[src/rtl/wprot_pkg.sv]
package wprot_pkg;

  typedef enum logic [2:0] {
    ST_IDLE,
    ST_U1,
    ST_U2,
    ST_D3,
    ST_D4,
    ST_D5
  } seqState_t;

  typedef struct packed {
    logic fwd;
    logic drop;
    logic arm;
    logic disarm;
  } gateStrobe_t;

  localparam logic [7:0] CODE_LEAD   = 8'hAA;
  localparam logic [7:0] CODE_ECHO   = 8'h55;
  localparam logic [7:0] CODE_ARM    = 8'hA0;
  localparam logic [7:0] CODE_EXT    = 8'h80;
  localparam logic [7:0] CODE_DISARM = 8'h20;

endpackage

[src/rtl/wprot_seq_ctrl.sv]
module wprot_seq_ctrl
  import wprot_pkg::*;
#(
  parameter int ADDR_W = 15,
  parameter int DATA_W = 8,
  parameter logic [ADDR_W-1:0] ADDR_LEAD = ADDR_W'(15'h5555),
  parameter logic [ADDR_W-1:0] ADDR_ECHO = ADDR_W'(15'h2AAA)
) (
  input  logic              clk,
  input  logic              rstN,
  input  logic              wrValid,
  input  logic [ADDR_W-1:0] wrAddr,
  input  logic [DATA_W-1:0] wrData,
  input  logic              protOn,
  input  logic              winOpen,
  output gateStrobe_t       strobe
);

  seqState_t state, nextState;
  logic atLead, atEcho;
  logic isLead, isEcho, isArm, isExt, isDisarm;
  logic tracking, passAll, stepOk, armHit, disarmHit;

  always_comb begin
    atLead   = (wrAddr == ADDR_LEAD);
    atEcho   = (wrAddr == ADDR_ECHO);
    isLead   = atLead && (wrData == DATA_W'(CODE_LEAD));
    isEcho   = atEcho && (wrData == DATA_W'(CODE_ECHO));
    isArm    = atLead && (wrData == DATA_W'(CODE_ARM));
    isExt    = atLead && (wrData == DATA_W'(CODE_EXT));
    isDisarm = atLead && (wrData == DATA_W'(CODE_DISARM));
    tracking = wrValid && !winOpen;
    passAll  = !protOn || winOpen;
  end

  // Step tracker: a wrong step falls back to idle, or to step two on a lead write.
  always_comb begin
    nextState = state;
    stepOk    = 1'b0;
    armHit    = 1'b0;
    disarmHit = 1'b0;
    if (tracking) begin
      nextState = isLead ? ST_U1 : ST_IDLE;
      case (state)
        ST_U1: if (isEcho) begin nextState = ST_U2; stepOk = 1'b1; end
        ST_U2: begin
          if (isArm) begin
            nextState = ST_IDLE; stepOk = 1'b1; armHit = 1'b1;
          end else if (isExt) begin
            nextState = ST_D3; stepOk = 1'b1;
          end
        end
        ST_D3: if (isLead) begin nextState = ST_D4; stepOk = 1'b1; end
        ST_D4: if (isEcho) begin nextState = ST_D5; stepOk = 1'b1; end
        ST_D5: if (isDisarm) begin
          nextState = ST_IDLE; stepOk = 1'b1; disarmHit = 1'b1;
        end
        default: ;
      endcase
    end
  end

  always_comb begin
    strobe.fwd    = wrValid && passAll;
    strobe.drop   = wrValid && !passAll && (stepOk || isLead);
    strobe.arm    = armHit;
    strobe.disarm = disarmHit;
  end

  always_ff @(posedge clk or negedge rstN) begin
    if (!rstN) state <= ST_IDLE;
    else       state <= nextState;
  end

  // no command is tracked while a page window is open
  p_idle_in_window_r9: assert property (@(posedge clk) disable iff (!rstN)
    winOpen |-> state == ST_IDLE);

  // a lead write outside a pending lead step restarts at step two
  p_restart_r8: assert property (@(posedge clk) disable iff (!rstN)
    (tracking && isLead && state != ST_D3) |=> state == ST_U1);

endmodule

[src/rtl/wprot_gate_dp.sv]
module wprot_gate_dp
  import wprot_pkg::*;
#(
  parameter int ADDR_W = 15,
  parameter int DATA_W = 8,
  parameter bit PROT_INIT = 1'b0
) (
  input  logic              clk,
  input  logic              rstN,
  input  gateStrobe_t       strobe,
  input  logic [ADDR_W-1:0] wrAddr,
  input  logic [DATA_W-1:0] wrData,
  input  logic              progDone,
  output logic              wrFwd,
  output logic [ADDR_W-1:0] fwdAddr,
  output logic [DATA_W-1:0] fwdData,
  output logic              cmdDrop,
  output logic              protOn,
  output logic              winOpen
);

  always_ff @(posedge clk or negedge rstN) begin
    if (!rstN) begin
      protOn  <= PROT_INIT;
      winOpen <= 1'b0;
    end else begin
      if (strobe.arm)         protOn <= 1'b1;
      else if (strobe.disarm) protOn <= 1'b0;
      if (strobe.arm)         winOpen <= 1'b1;
      else if (progDone)      winOpen <= 1'b0;
    end
  end

  always_ff @(posedge clk or negedge rstN) begin
    if (!rstN) begin
      wrFwd   <= 1'b0;
      cmdDrop <= 1'b0;
      fwdAddr <= '0;
      fwdData <= '0;
    end else begin
      wrFwd   <= strobe.fwd;
      cmdDrop <= strobe.drop;
      if (strobe.fwd) begin
        fwdAddr <= wrAddr;
        fwdData <= wrData;
      end
    end
  end

  p_arm_sets_r3: assert property (@(posedge clk) disable iff (!rstN)
    strobe.arm |=> (protOn && winOpen));

  p_disarm_clears_r7: assert property (@(posedge clk) disable iff (!rstN)
    strobe.disarm |=> !protOn);

  p_close_r4: assert property (@(posedge clk) disable iff (!rstN)
    (progDone && winOpen && !strobe.arm) |=> (!winOpen && protOn));

  p_no_leak_r6: assert property (@(posedge clk) disable iff (!rstN)
    wrFwd |-> $past(!protOn || winOpen));

  p_drop_excl_r5: assert property (@(posedge clk) disable iff (!rstN)
    cmdDrop |-> !wrFwd);

  p_flag_hold_r10: assert property (@(posedge clk) disable iff (!rstN)
    (!strobe.arm && !strobe.disarm) |=> $stable(protOn));

endmodule

[src/rtl/wprot_gate.sv]
module wprot_gate
  import wprot_pkg::*;
#(
  parameter int ADDR_W = 15,
  parameter int DATA_W = 8,
  parameter bit PROT_INIT = 1'b0,
  parameter logic [ADDR_W-1:0] ADDR_LEAD = ADDR_W'(15'h5555),
  parameter logic [ADDR_W-1:0] ADDR_ECHO = ADDR_W'(15'h2AAA)
) (
  input  logic              clk,
  input  logic              rstN,
  input  logic              wrValid,
  input  logic [ADDR_W-1:0] wrAddr,
  input  logic [DATA_W-1:0] wrData,
  input  logic              progDone,
  output logic              wrFwd,
  output logic [ADDR_W-1:0] fwdAddr,
  output logic [DATA_W-1:0] fwdData,
  output logic              cmdDrop,
  output logic              protOn,
  output logic              winOpen
);

  gateStrobe_t strobe;

  wprot_seq_ctrl #(
    .ADDR_W(ADDR_W), .DATA_W(DATA_W),
    .ADDR_LEAD(ADDR_LEAD), .ADDR_ECHO(ADDR_ECHO)
  ) ctrl_i (
    .clk(clk), .rstN(rstN), .wrValid(wrValid), .wrAddr(wrAddr),
    .wrData(wrData), .protOn(protOn), .winOpen(winOpen), .strobe(strobe)
  );

  wprot_gate_dp #(
    .ADDR_W(ADDR_W), .DATA_W(DATA_W), .PROT_INIT(PROT_INIT)
  ) dp_i (
    .clk(clk), .rstN(rstN), .strobe(strobe), .wrAddr(wrAddr),
    .wrData(wrData), .progDone(progDone), .wrFwd(wrFwd),
    .fwdAddr(fwdAddr), .fwdData(fwdData), .cmdDrop(cmdDrop),
    .protOn(protOn), .winOpen(winOpen)
  );

endmodule

[config.mk]
export PLATFORM = sky130hd
export DESIGN_NAME = wprot_gate
export DESIGN_NICKNAME = d
export VERILOG_FILES = /design/src/rtl/wprot_pkg.sv /design/src/rtl/wprot_seq_ctrl.sv /design/src/rtl/wprot_gate_dp.sv /design/src/rtl/wprot_gate.sv
export SDC_FILE = /design/constraint.sdc
export NUM_CORES = 1
export LEC_CHECK = 0
export CORE_MARGIN = 4
export CORE_UTILIZATION = 40
export CTS_CLUSTER_DIAMETER = 100
export CTS_CLUSTER_SIZE = 12
export DETAILED_ROUTE_END_ITERATION = 10
export HOLD_SLACK_MARGIN = 0.1
export PLACE_DENSITY = 0.72
export RECOVER_POWER = 100
export REMOVE_ABC_BUFFERS = 1
export SLEW_MARGIN = 0
export SYNTH_ARGS = -nofsm -noshare
export SYNTH_HDL_FRONTEND = slang
export SYNTH_SLANG_ARGS = --single-unit
[constraint.sdc]
create_clock -name clk -period 2 [get_ports clk]
set_clock_uncertainty 0.1 [all_clocks]
set_input_delay 0.4 -clock clk [delete_from_list [all_inputs] [get_ports clk]]
set_output_delay 0.4 -clock clk [all_outputs]
set_load 0.005 [all_outputs]
==> out/results.ini, run 1 <==
[finish]
diodes=0
filler_cell_count=329
fin_nets=286
final_layout_size_suffix_gt1_frac=0.215
area_growth_pct=57.8
fin_cells=308
final_area_sq_mm=0.00245

[timing]
fin_crit_sh=0.957
layout_setup_ws_ps=86.2
tightest_slew_ps=737
drv_slew=0
hold_ws_ps=315
min_period_ps=1910
slew_headroom=0.508
hold_viol=0
setup_viol=0
max_freq_mhz=523

[routing]
vias=1524
first_pass_iters=4
via_per_inst=4.95
wl_per_cell_um=14.3
drc=0
ant_nets=0
drt_iter0_drc=46
routed_wl_um=4400

[placed_design]
pre_cts_slack_ps=-321
hpwl_um=3280
port-buffer-count=53
gp_congestion=0.932
dp_cells=299
dpl_cell_area_sq_mm=0.00230

[worst_setup_path]
cp_num_buf_inv=1
crit_chain=clkdlybuf4s50_1 > or3b_1 > a21boi_2 > o21ai_2 > a2111oi_4
cp.arrival_ps=1990
path_delay_family=compound AO/OA/AOI/OAI gates
cp-end-kind=flip-flop
crit_required_ps=2080
critPathMaxFanout=5
critPathMaxStageDelay_ps=560
critPathSlowestCell=clkdlybuf4s50_1
path_class=in2reg
worst_setup_path_start_kind=primary input

[floorplanning]
io_pins=54
chipWidth_um=70.3
core_sq_mm=0.00372
start_util=0.418
dieArea_sq_mm=0.00494
num_rows=22
dieHeight_um=70.3

[clock_network]
cts-buffers-inserted=5
clock-sinks=30
worstSkewPairLatency_ps=280
cts_tree=yes
cts-root-buf=clkbuf_8
max-clock-path-buffers=2
clk_pin_slew_ps=70
cts_htree_levels=2

[synthesis]
synth_area_leaders=dfrtp_1 48%, nand2_1 19%, and4bb_2 4.0%
yosysUniqueCellTypes=43
syn_avg_cell_area_sq_um=8.72
synth_top_area_share=0.483
synth_area_leader_cell=dfrtp_1
ys_seq_elements=30
synthCells=178
syn_area_sq_mm=0.00155
synth_ff_type=dfrtp_1
async_flop_share=1.00
synth_warnings=0
synth_edf_count=0
synth_common_cells=78 x nand2_1, 30 x dfrtp_1, 6 x inv_1
yosysSeqAreaShare=0.483
yosys.cell_count.top_type=nand2_1

[global_route]
antenna_found_initial=0
grt_pass1_vias=1575
grt_max_degree=31
overflow=0
grt_first_pass_wirelength_um=7360
grt_usage=0.185

[power_and_ir_drop]
leakage_uw=0.00121
power_uw=1540
ir_drop_v=0.000482
power.density_mw_per_mm2=630

[run_status]
status=finished, final reports clean

[worst_hold_path]
hp-class=in2reg

[flow_run]
max_cap_viol_count=0

-- cell families after synthesis --
kind of cell | count (synthesis) | synth area share
xor+xnor | 1 | 0.00564
compound gates | 16 | 0.0709
simple gates | 117 | 0.392
flops | 30 | 0.483
buf+inv | 14 | 0.0483
-- metrics by stage --
| step | utilization | setup TNS, ps |
|---|---|---|
| finish | 0.659 | 0 |
| global route | 0.659 | -16.2 |
| CTS | 0.652 | 0 |
| detailed placement | 0.619 | -878 |
| global placement | 0.619 | -948 |
| floorplan | - | -5170 |
-- power breakdown --
part | internal (uW) | switching, uW | total [uW] | leakage, uW
clock network | 370 | 247 | 618 | 0.0000504
registers | 649 | 19.7 | 668 | 0.000376
logic | 147 | 110 | 257 | 0.000780
-- flip-flops by register name, summed over array words and instances, names as in the netlist --
register / count
dp_i.fwdAddr: 15
dp_i.fwdData: 8
ctrl_i.state: 3
dp_i.cmdDrop: 1
dp_i.protOn: 1
dp_i.winOpen: 1
dp_i.wrFwd: 1
-- cells in the final DEF, fill, tap and decap left out, types with 2 or more instances in the layout --
master / n
inv_1: 6
nor3b_1: 2
nand4_1: 3
clkbuf_2: 2
a21oi_1: 2
dlygate4sd3_1: 29
clkdlybuf4s50_1: 22
nor3_2: 3
a31oi_1: 3
dlymetal6s2s_1: 2
buf_4: 27
clkinvlp_4: 2
clkbuf_8: 5
nand2_1: 77
o21ai_0: 3
nor3_1: 4
nor2_1: 5
and4bb_2: 5
dfrtp_1: 30
-- per-layer routing --
metal,share of wire,global-route usage,vias to the layer above
li1,-,-,760
met1,0.43,0.224,714
met2,0.50,0.318,41
met3,0.046,0.0518,9
met4,0.019,0.0553,0
met5,0,0,-
-- worst register-to-register path, cell delays in order, from the launching register on --
cell,delay (ps)
dfrtp_1,520
nand3b_4,110
or3b_1,370
a21boi_2,190
o21ai_2,90
a2111oi_4,370
-- path summary, 6_finish.rpt --
check | from | to | slack, ps | depth (start not counted)
worst max register to register | ctrl_i.state[2]$_DFFE_PN0P_ | dp_i.cmdDrop$_DFF_PN0_ | 150 | 5
min in group asynchronous | rstN | dp_i.fwdData[4]$_DFFE_PN0P_ | 610 | 2
max in group asynchronous | rstN | dp_i.fwdAddr[8]$_DFFE_PN0P_ | 710 | 2
worst max-delay path | wrData[5] | dp_i.cmdDrop$_DFF_PN0_ | 90 | 5
worst min-delay path | wrAddr[6] | dp_i.fwdAddr[6]$_DFFE_PN0P_ | 320 | 3
worst min register to register | dp_i.fwdAddr[11]$_DFFE_PN0P_ | dp_i.fwdAddr[11]$_DFFE_PN0P_ | 370 | 2
-- cell type report --
| type | instances | area (sq um) | share of cell area |
|---|---|---|---|
| inverter | 6 | 22.5 | 0.00919 |
| clock inverter | 3 | 45.0 | 0.0184 |
| clock buffer | 5 | 68.8 | 0.0281 |
| multi-input combinational | 134 | 754 | 0.308 |
| timing repair buffer | 82 | 748 | 0.305 |
| sequential | 30 | 751 | 0.306 |
| tap | 48 | 60.1 | 0.0245 |
-- repair_timing --
action	in CTS	in global routing
pin swaps	0	4
gates resized for setup	1	8
hold buffers	0	0
setup endpoints to repair	1	1
setup buffers	0	1
Note: power is estimated with default switching activity, not from simulation.
==> run 2: changes to the inputs <==
--- a/config.mk
+++ b/config.mk
@@ -10,7 +10,6 @@
 export CTS_CLUSTER_DIAMETER = 100
 export CTS_CLUSTER_SIZE = 12
 export DETAILED_ROUTE_END_ITERATION = 10
-export HOLD_SLACK_MARGIN = 0.1
 export PLACE_DENSITY = 0.72
 export RECOVER_POWER = 100
 export REMOVE_ABC_BUFFERS = 1
==> results of run 2 <==
Same layout as run 1: the final DEF is identical, and so are final timing and power.
==> run 3: changes to the inputs <==
--- a/config.mk
+++ b/config.mk
@@ -6,11 +6,10 @@
 export NUM_CORES = 1
 export LEC_CHECK = 0
 export CORE_MARGIN = 4
-export CORE_UTILIZATION = 40
+export CORE_UTILIZATION = 35
 export CTS_CLUSTER_DIAMETER = 100
 export CTS_CLUSTER_SIZE = 12
 export DETAILED_ROUTE_END_ITERATION = 10
-export PLACE_DENSITY = 0.72
 export RECOVER_POWER = 100
 export REMOVE_ABC_BUFFERS = 1
 export SLEW_MARGIN = 0
==> out/results.ini, run 3 (synthesis results as in run 1) <==
[worst_setup_path]
r2r-end=dp_i.cmdDrop$_DFF_PN0_
crit_required_ps=2070
rr_worst_depth=5
worst_setup_path_start_kind=primary input
cp-end-kind=flip-flop
critPathMaxFanout=3
cp.arrival_ps=1990
r2r_slack_ps=220
worstReg2RegStart=ctrl_i.state[0]$_DFFE_PN0P_
path_class=in2reg

[placed_design]
gp_congestion=0.833
port-buffer-count=53
pre_cts_slack_ps=-286
hpwl_um=3360

[finish]
diodes=0
top_register=dp_i.fwdAddr
largest_reg_flops=15
final_cell_mix=78 x nand2_1, 29 x dfrtp_1, 29 x dlygate4sd3_1
fin_util=0.582
final_common_cell=nand2_1
area_growth_pct=55.3
fin_nets=280
top_regs=dp_i.fwdAddr (15), dp_i.fwdData (8), ctrl_i.state (3)
final_layout_size_suffix_gt1_frac=0.193

[timing]
tightest_slew_ps=786
hold_ws_ps=336
setup_viol=0
max_freq_mhz=522
min_period_ps=1920
fin_crit_sh=0.958
tns_ps=0
slew_headroom=0.476
layout_setup_ws_ps=85.0
hold_viol=0
drv_slew=0

[clock_network]
cts_tree=yes
clk_pin_slew_ps=70
max-clock-path-buffers=2
cts-root-buf=clkbuf_8
cts_htree_levels=2
cts_hold_buf=0
cts-buffers-inserted=5
clock-sinks=30
worstSkewPairLatency_ps=270

[run_status]
status=finished, final reports clean

[floorplanning]
dieArea_sq_mm=0.00557
dieHeight_um=74.6
start_util=0.375
io_pins=54
num_rows=23
core_sq_mm=0.00414
chipWidth_um=74.6

[routing]
via_per_inst=5.04
routed_wl_um=4550
ant_nets=0
drc=0
vias=1531
drt_iter0_drc=112
first_pass_iters=4
wl_per_cell_um=15.0

[flow_run]
max_cap_viol_count=0

[worst_hold_path]
hold_start=wrAddr[6]
hold_depth=3
whs_endpoint=dp_i.fwdAddr[6]$_DFFE_PN0P_
hp-class=in2reg

[power_and_ir_drop]
ir_drop_v=0.000406
leakage_uw=0.00122
power.density_mw_per_mm2=596

[global_route]
grt_first_pass_wirelength_um=7680
grt_max_degree=31
grt_pass1_vias=1568
grt_usage=0.181
overflow=0
antenna_found_initial=0

-- run 3: cell count changes in the layout (fill, tap and decap cells not counted), sizes merged --
| cell | previous run | this run |
|---|---|---|
| clkdlybuf4s50 | 22 | 20 |
| clkinvlp | 2 | 1 |
| clkinv | 0 | 1 |
| dlymetal6s2s | 2 | 4 |
| buf | 27 | 22 |
| bufinv | 1 | 0 |
-- run 3: routing by layer --
layer  share of wire  vias up  track usage
met5               0        -            0
met4           0.022        0       0.0850
met3           0.048       13       0.0419
met2            0.49       49        0.289
met1            0.44      722        0.233
li1                -      747            -
-- run 3: how the worst max path moves through the flow --
stage	from	endpoint	slack, ps	cells after the start
global placement	wrAddr[7]	dp_i.cmdDrop$_DFF_PN0_	-200	7
detailed placement	wrData[7]	dp_i.cmdDrop$_DFF_PN0_	-290	6
global route	wrAddr[7]	dp_i.cmdDrop$_DFF_PN0_	-1	7
finish	wrAddr[3]	dp_i.cmdDrop$_DFF_PN0_	80	6
CTS	wrAddr[6]	dp_i.cmdDrop$_DFF_PN0_	5	7
floorplan	dp_i.protOn$_DFFE_PN0P_	dp_i.fwdAddr[0]$_DFFE_PN0P_	-220	5
-- run 3: worst max-delay path, stage by stage --
cell and delay [ps]:
clkdlybuf4s50_1 510, and4bb_2 270, nand4_2 120, nor3_2 210
nand2_1 110, a2111oi_4 360
-- run 3: cell type report --
cell class                 count  area [sq um]
clock buffer                   6          82.6
clock inverter                 2          12.5
fill                         375          1730
inverter                       6          22.5
multi-input combinational    134           764
sequential                    30           752
tap                           50          62.6
timing repair buffer          76           714
-- run 3: repair_timing --
action	4_1_cts	5_1_grt
hold endpoints to repair	0	0
resized for setup	0	12
setup buffers	0	0
endpoints found under the setup margin	0	2
-- run 3: power breakdown --
group	leakage (uW)	switching [uW]	internal [uW]
registers	0.000374	20.6	649
logic	0.000794	111	145
clock network	0.0000472	234	276
total	0.00122	366	1070
-- run 3: through the flow --
step / area, sq um / instances / power [uW]
floorplan: 1500 / 170 / 747
global placement: 2270 / 296 / 951
detailed placement: 2270 / 296 / 956
CTS: 2360 / 304 / 1470
global route: 2410 / 304 / 1520
finish: 2410 / 304 / 1440
